<file path="src/rtl/dma_irq_pkg.sv">
package dma_irq_pkg;

  localparam int NUM_EVT = 6;

  localparam int EVT_FRAME_END = 0;
  localparam int EVT_FRAME_MID = 1;
  localparam int EVT_LAST_START = 2;
  localparam int EVT_BLOCK_END = 3;
  localparam int EVT_REQ_DROP = 4;
  localparam int EVT_BUS_ERR = 5;

  typedef struct packed {
    logic frameEnd;
    logic frameMid;
    logic lastStart;
    logic blockEnd;
    logic reqDrop;
    logic busErr;
  } evtStrobe_t;

  function automatic logic [NUM_EVT-1:0] evtToVec(evtStrobe_t e);
    logic [NUM_EVT-1:0] v;
    v = '0;
    v[EVT_FRAME_END] = e.frameEnd;
    v[EVT_FRAME_MID] = e.frameMid;
    v[EVT_LAST_START] = e.lastStart;
    v[EVT_BLOCK_END] = e.blockEnd;
    v[EVT_REQ_DROP] = e.reqDrop;
    v[EVT_BUS_ERR] = e.busErr;
    return v;
  endfunction

endpackage

</file>
<file path="src/rtl/dma_irq_ctrl.sv">
module dma_irq_ctrl
  import dma_irq_pkg::*;
#(
  parameter int POS_W = 8,
  parameter int SIZE_W = 3,
  parameter int FRM_W = 8
) (
  input  logic              clk,
  input  logic              rstN,
  input  logic              chanStart,
  input  logic              wrValid,
  input  logic [POS_W-1:0]  wrPos,
  input  logic [SIZE_W-1:0] wrBytes,
  input  logic [POS_W-1:0]  frameBytes,
  input  logic [FRM_W-1:0]  frameCount,
  input  logic              reqArrive,
  input  logic              svcDone,
  input  logic              busErr,
  output evtStrobe_t        evt
);

  localparam int SUM_W = POS_W + 1;
  localparam logic [1:0] REQ_FULL = 2'd2;

  logic [FRM_W-1:0] frameIdx, frameBase, frameNext, lastIdx;
  logic [1:0]       reqCnt, reqBase, reqAfterDone, reqNext;
  logic [SUM_W-1:0] posExt, endExcl, midPos, lastPos;
  logic             coversLast, coversMid, onLast, dropNow;

  // Position decode for the element written this cycle
  always_comb begin
    frameBase = chanStart ? '0 : frameIdx;
    lastIdx = frameCount - FRM_W'(1);
    onLast = (frameBase == lastIdx);
    posExt = SUM_W'(wrPos);
    endExcl = posExt + SUM_W'(wrBytes);
    midPos = SUM_W'(frameBytes >> 1);
    lastPos = SUM_W'(frameBytes) - SUM_W'(1);
    coversLast = wrValid && (posExt <= lastPos) && (endExcl > lastPos);
    coversMid = wrValid && (posExt <= midPos) && (endExcl > midPos);
    frameNext = (coversLast && !onLast) ? frameBase + FRM_W'(1) : frameBase;
  end

  // Outstanding request tracking: done retires first, then arrival counts
  always_comb begin
    reqBase = chanStart ? 2'd0 : reqCnt;
    reqAfterDone = (svcDone && reqBase != 2'd0) ? reqBase - 2'd1 : reqBase;
    dropNow = reqArrive && (reqAfterDone == REQ_FULL);
    if (reqArrive && reqAfterDone != REQ_FULL) reqNext = reqAfterDone + 2'd1;
    else reqNext = reqAfterDone;
  end

  always_comb begin
    evt.frameEnd = coversLast;
    evt.frameMid = coversMid;
    evt.lastStart = wrValid && (wrPos == '0) && onLast;
    evt.blockEnd = coversLast && onLast;
    evt.reqDrop = dropNow;
    evt.busErr = busErr;
  end

  always_ff @(posedge clk or negedge rstN) begin
    if (!rstN) begin
      frameIdx <= '0;
      reqCnt <= '0;
    end else begin
      frameIdx <= frameNext;
      reqCnt <= reqNext;
    end
  end

  assert_start_clears_R5: assert property (@(posedge clk) disable iff (!rstN)
    chanStart && !wrValid && !reqArrive |=> frameIdx == '0 && reqCnt == 2'd0);

  assert_frame_advance_R5: assert property (@(posedge clk) disable iff (!rstN)
    evt.frameEnd && !evt.blockEnd && !chanStart |=> frameIdx == $past(frameIdx) + FRM_W'(1));

  assert_drop_keeps_full_R6: assert property (@(posedge clk) disable iff (!rstN)
    evt.reqDrop |=> reqCnt == REQ_FULL);

  assert_req_bound_R6: assert property (@(posedge clk) disable iff (!rstN)
    reqCnt <= REQ_FULL);

endmodule

</file>
<file path="src/rtl/dma_irq_status.sv">
module dma_irq_status
  import dma_irq_pkg::*;
(
  input  logic               clk,
  input  logic               rstN,
  input  evtStrobe_t         evt,
  input  logic               statusRd,
  input  logic [NUM_EVT-1:0] intEnable,
  output logic [NUM_EVT-1:0] statusData,
  output logic               irq
);

  logic [NUM_EVT-1:0] evtVec;
  logic [NUM_EVT-1:0] statusQ;

  assign evtVec = evtToVec(evt);

  for (genvar i = 0; i < NUM_EVT; i++) begin : g_bit
    always_ff @(posedge clk or negedge rstN) begin
      if (!rstN) statusQ[i] <= 1'b0;
      else statusQ[i] <= (statusQ[i] && !statusRd) || evtVec[i];
    end

    assert_evt_sets_R8: assert property (@(posedge clk) disable iff (!rstN)
      evtVec[i] |=> statusQ[i]);
  end

  assign statusData = statusQ;
  assign irq = |(statusQ & intEnable);

  assert_hold_quiet_R8: assert property (@(posedge clk) disable iff (!rstN)
    !statusRd && evtVec == '0 |=> $stable(statusQ));

  assert_read_clears_R9: assert property (@(posedge clk) disable iff (!rstN)
    statusRd && evtVec == '0 |=> statusQ == '0);

endmodule

</file>
<file path="src/rtl/dma_irq_gen.sv">
module dma_irq_gen
  import dma_irq_pkg::*;
#(
  parameter int POS_W = 8,
  parameter int SIZE_W = 3,
  parameter int FRM_W = 8
) (
  input  logic              clk,
  input  logic              rstN,
  input  logic              chanStart,
  input  logic              wrValid,
  input  logic [POS_W-1:0]  wrPos,
  input  logic [SIZE_W-1:0] wrBytes,
  input  logic [POS_W-1:0]  frameBytes,
  input  logic [FRM_W-1:0]  frameCount,
  input  logic              reqArrive,
  input  logic              svcDone,
  input  logic              busErr,
  input  logic              statusRd,
  input  logic [5:0]        intEnable,
  output logic [5:0]        statusData,
  output logic              irq
);

  evtStrobe_t evt;

  dma_irq_ctrl #(.POS_W(POS_W), .SIZE_W(SIZE_W), .FRM_W(FRM_W)) u_ctrl (
    .clk(clk), .rstN(rstN), .chanStart(chanStart), .wrValid(wrValid),
    .wrPos(wrPos), .wrBytes(wrBytes), .frameBytes(frameBytes),
    .frameCount(frameCount), .reqArrive(reqArrive), .svcDone(svcDone),
    .busErr(busErr), .evt(evt)
  );

  dma_irq_status u_status (
    .clk(clk), .rstN(rstN), .evt(evt), .statusRd(statusRd),
    .intEnable(intEnable), .statusData(statusData), .irq(irq)
  );

  always_comb begin
    assert_irq_low_when_masked_R10: assert (!(rstN && intEnable == '0 && irq));
  end

endmodule

</file>
<file path="config.mk">
export PLATFORM = sky130hd
export DESIGN_NAME = dma_irq_gen
export DESIGN_NICKNAME = d
export VERILOG_FILES = /design/src/rtl/dma_irq_pkg.sv /design/src/rtl/dma_irq_ctrl.sv /design/src/rtl/dma_irq_status.sv /design/src/rtl/dma_irq_gen.sv
export SDC_FILE = /design/constraint.sdc
export NUM_CORES = 1
export LEC_CHECK = 0
export CORE_UTILIZATION = 30
export DETAILED_ROUTE_END_ITERATION = 6
export DONT_BUFFER_PORTS = 1
export SYNTH_ARGS = -nofsm -noshare
export SYNTH_HDL_FRONTEND = slang
export SYNTH_SLANG_ARGS = --single-unit
</file>
<file path="constraint.sdc">
create_clock -name clk -period 2 [get_ports clk]
set_input_delay 0.4 -clock clk [delete_from_list [all_inputs] [get_ports clk]]
set_output_delay 0.4 -clock clk [all_outputs]
set_load 0.05 [all_outputs]
</file>
Word-level counts from Yosys, hierarchy flattened
Cells that the tools add are included.

Bits in registers: 16. Word-level logic and storage cells: 55.

$add $sub $neg: 6. Magnitude comparators: 4. Eq/ne operators: 3. Multiplexer cells: 5. Bitwise gates (word level): 1. Reduce and logical (&&, ||, !) cells: 28.

Operator list (count): logical AND 1 bit (17); 2-to-1 mux 8 bit (2); adder 8 x 3 -> 9 bit (1); > comparator 9 x 7 -> 1 bit (1); > comparator 9 bit (1); less-or-equal comparator 8 x 9 -> 1 bit (1); subtractor 8 x 1 -> 9 bit, second input constant (1); adder 8 x 1 -> 8 bit, second input constant (1); equality test 8 bit (1); less-or-equal comparator 8 x 7 -> 1 bit (1); zero test 8 bit (1); subtractor 8 x 1 -> 8 bit, second input constant (1); bitwise AND 6 bit (1); logical OR 1 bit (6); 2-to-1 mux 2 bit (3); OR reduction 6 bit (1); adder 2 x 1 -> 2 bit, second input constant (1); equality test 2 bit, second input constant (1); zero test 1 bit (2); inequality test 2 bit, second input constant (1); nonzero test 2 bit (1); subtractor 2 x 1 -> 2 bit, second input constant (1).

Logic depth before layout (Yosys ltp)
Depth in word-level cells: 7. Mapped depth: 15. Depth with buffers taken out: 15.

Cells and area by module
From an unflattened synthesis, not the netlist that was laid out.

Cells, all modules: 270. Area total of the unflattened synthesis: 2265.9 um^2.

Modules (own cells, without submodules): dma_irq_ctrl (times used 1, cells each 253, area an instance 2033.2 um^2); dma_irq_status (times used 1, cells each 17, area an instance 232.7 um^2).

Least setup slack after synthesis
OpenSTA, ideal clock, no wires.

Kind: in2reg. Start: input wrPos[0]. End: register u_ctrl.frameIdx[7]. Arrival: 3104 ps. Path slack: -1232 ps. Stages: 14. Path buffers: 0. Path through: ha_1 -> inv_1 -> fa_1 -> nor2b_1 -> o21ai_0 -> xnor2_1 -> ha_1 -> nand2_1 -> o21bai_1 -> a221oi_1 -> o31a_2 -> nor4_4 -> nand3_1 -> mux2_1.

Longest elaborated chain between the ends: 5.

Ends and longest elaborated chain: start: declaration (RTL line dma_irq_gen.sv:12) `input logic [POS_W-1:0] wrPos,`; adder 8 x 3 -> 9 bit / less-or-equal comparator 8 x 9 -> 1 bit (equally long branches) (RTL line dma_irq_ctrl.sv:36, dma_irq_ctrl.sv:39); > comparator 9 bit / logical AND 1 bit (equally long branches) (RTL line dma_irq_ctrl.sv:39) `coversLast = wrValid && (posExt <= lastPos) && (endExcl > lastPos);`; logical AND 1 bit * (RTL line dma_irq_ctrl.sv:39); logical AND 1 bit * (RTL line dma_irq_ctrl.sv:41) `frameNext = (coversLast && !onLast) ? frameBase + FRM_W'(1) : frameBase;`; 2-to-1 mux 8 bit * (RTL line dma_irq_ctrl.sv:41); named net u_ctrl.frameNext[7] (RTL line dma_irq_ctrl.sv:25) `logic [FRM_W-1:0] frameIdx, frameBase, frameNext, lastIdx;`; end signal: assignment (RTL line dma_irq_ctrl.sv:67) `frameIdx <= frameNext;`; end: declaration (RTL line dma_irq_ctrl.sv:25).

The timed path passes the listed nets; every way through them passes the cells marked *.

Worst setup path in the final report
Start: input wrPos[0]. End: register u_ctrl.frameIdx[1].

The elaborated chain is that of the path after synthesis.

==> metrics.txt <==
Post-synth EDFFs=0; sequential-to-total area share from yosys stat=approximately 18%; asr flop ratio synth=between 90% and 100%; crit-path max FO=5; DP HPWL=4.911 mm; status=complete, but fails checks; Die X=slightly below 90 um; clock sink total=16; flop2flop setup slack=-270 ps; total track usage=around 17%; syn nets=~320; root buffer cell=clkbuf_8; CP required=2140 ps; Reg-to-Reg Start=u_ctrl.frameIdx[7]; LEAKAGE=between 1 and 1.5 nW; Synth warnings=0; CP endpoint=u_ctrl.frameIdx[1]; final hold vios=0; initial antenna violation count=0; final hold slack=around 240 ps; Yosys top cell area share=between 20 and 25%; Synth top cells by count=35 x ha_1, 24 x xnor2_1, 20 x inv_1, 16 x dfrtp_1, 15 x nor2b_1; relative slew slack=around half; Placed Cells=401; Setup TNS=-7788 ps; Syn Area/Cell=between 8 and 9 um^2; later-pin clock latency in the skew report=roughly 260 ps; Sequential Power Share=approximately 29%; IO Count=48; Mapped Cells=244; Initial DRC Count=42; share of layout cells above drive strength 1=between 30% and 40%; combinational share of power=51.9%; final cell count without fillers=roughly 410; final worst setup slack=-809.3 ps; RSZ-0062 raised after global routing=yes; Clock power frac=between 10% and 20%; Via density=about 5; Cell Area, Synth=between 0.002 and 0.0025 mm^2; FF+latch count, synth=16; worst r2r path cells=8; CTS tree=done; Sw Ratio=36.52%; max-cap check violation count=0; largest net degree at the start of global routing=17; VDD IR-drop max=~0.61 mV; Antenna Nets Post-Route=0; First-pass DRT Iterations=4; vias=2,058; Max Buffers Root-to-Sink=2; top post-synthesis cells by area=ha_1 20%, dfrtp_1 18%, xnor2_1 9.7%, nor2b_1 4.3%, inv_1 3.5%; Nets=391; vias in the first global route=between 2,000 and 2,500; Final setup viols=11; area grow syn2layout=39.26%; CP Class=in -> reg; Worst Clk Skew=around 8 ps; Main synth FF type=dfrtp_1; sw power=roughly 0.55 mW; failing checks=setup timing; Critical Path AT=between 2000 and 3000 ps; Final Total Pwr=1.495 mW; overall die height=86.99 um; initial core utilization=31.55%; CP startpoint=wrPos[0]; Die ar.=between 0.007 and 0.008 mm^2; P per Cell Area=slightly below 500 mW/mm^2; fill count=~680; final core occ=43.93%; core area=around 0.007 mm^2; routed len/inst=14.27 um; DR DRC count=0; CTS buffer count=3; PortBufs=0; Slew @ Worst Pin=743.7 ps; Routed WL=approximately 6 mm; first-pass GRT wire length=between 9 and 10 mm; type of the worst min-delay path=in -> reg; fin crit period=2809 ps; internal power=0.9488 mW; gpl congestion=around 0.9; H-tree depth=1; cell row count=30; most frequent cell after synthesis=ha_1; FF-to-FF End=u_ctrl.frameIdx[1]; clock slew at reported path FFs=approximately 70 ps; crit path capture type=flip-flop; f_max=356.0 MHz; Yosys top cell by area=ha_1; Netlist cell types=52; grt ovf=0; crit start category=input port; n_diodes=0; Slew Viols, Final=0; part of the cycle the worst path needs=140.5%
logic make-up (layout without fill, tap and decap cells):
| group | after synthesis | after routing | synth area share (%) |
|---|---|---|---|
| xor gates and xnor gates | 30 | 30 | 12.47 |
| DFF | 16 | 16 | 18.48 |
| muxes | 5 | 5 | 2.483 |
| and+or+nand+nor | 80 | 80 | 22.86 |
| adders and majority gates | 37 | 37 | 21.65 |
| buffers and inverters | 23 | 92 | 4.041 |
| AOI/OAI and AO/OA | 53 | 53 | 18.01 |
state kept, by name (all words and copies together), names as in the netlist:
signal,flops
u_ctrl.reqCnt,2
u_status.statusData,6
u_ctrl.frameIdx,8
through the flow:
stage,setup slack [ps],instance area (um^2)
5_1_grt,-934.1,3018
3_5_place_dp,-1190,2813
3_3_place_gp,-1116,2813
6_report,-809.3,3018
2_1_floorplan,-1149,2225
4_1_cts,-796.7,2977
worst min path at each step:
stage,from,to,slack [ps],cells past startpoint
6_report,busErr,u_status.statusData[5],240,1
5_1_grt,busErr,u_status.statusData[5],230,1
4_1_cts,busErr,u_status.statusData[5],240,1
3_5_place_dp,rstN,u_ctrl.reqCnt[1],100,0
3_3_place_gp,rstN,u_ctrl.reqCnt[1],100,0
2_1_floorplan,rstN,u_ctrl.frameIdx[0],100,0
layer usage:
metal | GRT usage [%] | wire (um) | vias up
met4 | 4.091 | 72 | 0
met1 | 20.68 | 2650 | 963
met2 | 30.49 | 2912 | 44
li1 | - | - | 1044
met3 | 1.232 | 203 | 7
met5 | 0 | 0 | -
worst max-delay path, stage by stage:
cell,delay [ps]
ha_4,120
inv_2,30
fa_2,360
nor2b_4,140
o21ai_2,70
xnor2_1,140
ha_1,310
nand2_1,60
o21bai_1,130
a221oi_1,100
o31a_2,320
nor4_4,250
buf_4,190
mux2_2,340
power by group through the flow:
| stage | clock network [mW] | registers (mW) | logic [mW] |
|---|---|---|---|
| after floorplan | 0 | 0.449 | 0.459 |
| after global placement | 0 | 0.432 | 0.686 |
| after detailed placement | 0 | 0.432 | 0.709 |
| after CTS | 0.296 | 0.428 | 0.761 |
| after global routing | 0.314 | 0.431 | 0.857 |
| final | 0.292 | 0.427 | 0.776 |
final cells by class:
type | instances | area [um^2] | area share, %
timing repair buffer | 68 | 516.7 | 17.12
multi-input combinational | 205 | 1851 | 61.32
clock buffer | 4 | 55.05 | 1.824
inverter | 20 | 75.07 | 2.488
sequential | 16 | 400.4 | 13.27
tap | 96 | 120.1 | 3.980
repair_timing:
action,in CTS,in global routing
pin swaps,12,3
endpoints found under the setup margin,11,11
setup buffers,3,1
endpoints found under the hold margin,16,0
resized for setup,14,4
hold buffers,1,0
cells in the final DEF (no fill, tap or decap), types with 3 or more instances in the layout:
master,synthesis,layout
a21oi_1,4,3
xnor2_1,24,21
clkbuf_8,0,4
nand2_1,9,8
ha_1,35,30
nand4_1,8,8
a21o_1,3,3
inv_1,20,18
ha_4,0,5
nor2b_1,15,14
nand2b_1,5,5
nor2_1,9,8
nor4_1,5,5
o21ai_0,6,4
xor2_1,5,4
o211ai_1,3,3
a22o_1,3,3
and4_1,3,3
nor3_1,5,4
o21a_1,9,9
nand3_1,9,9
a31oi_1,3,3
buf_4,0,66
a22oi_1,3,3
dfrtp_1,16,16
xnor2_2,1,4
No activity file was read; power rests on OpenSTA's default activity.
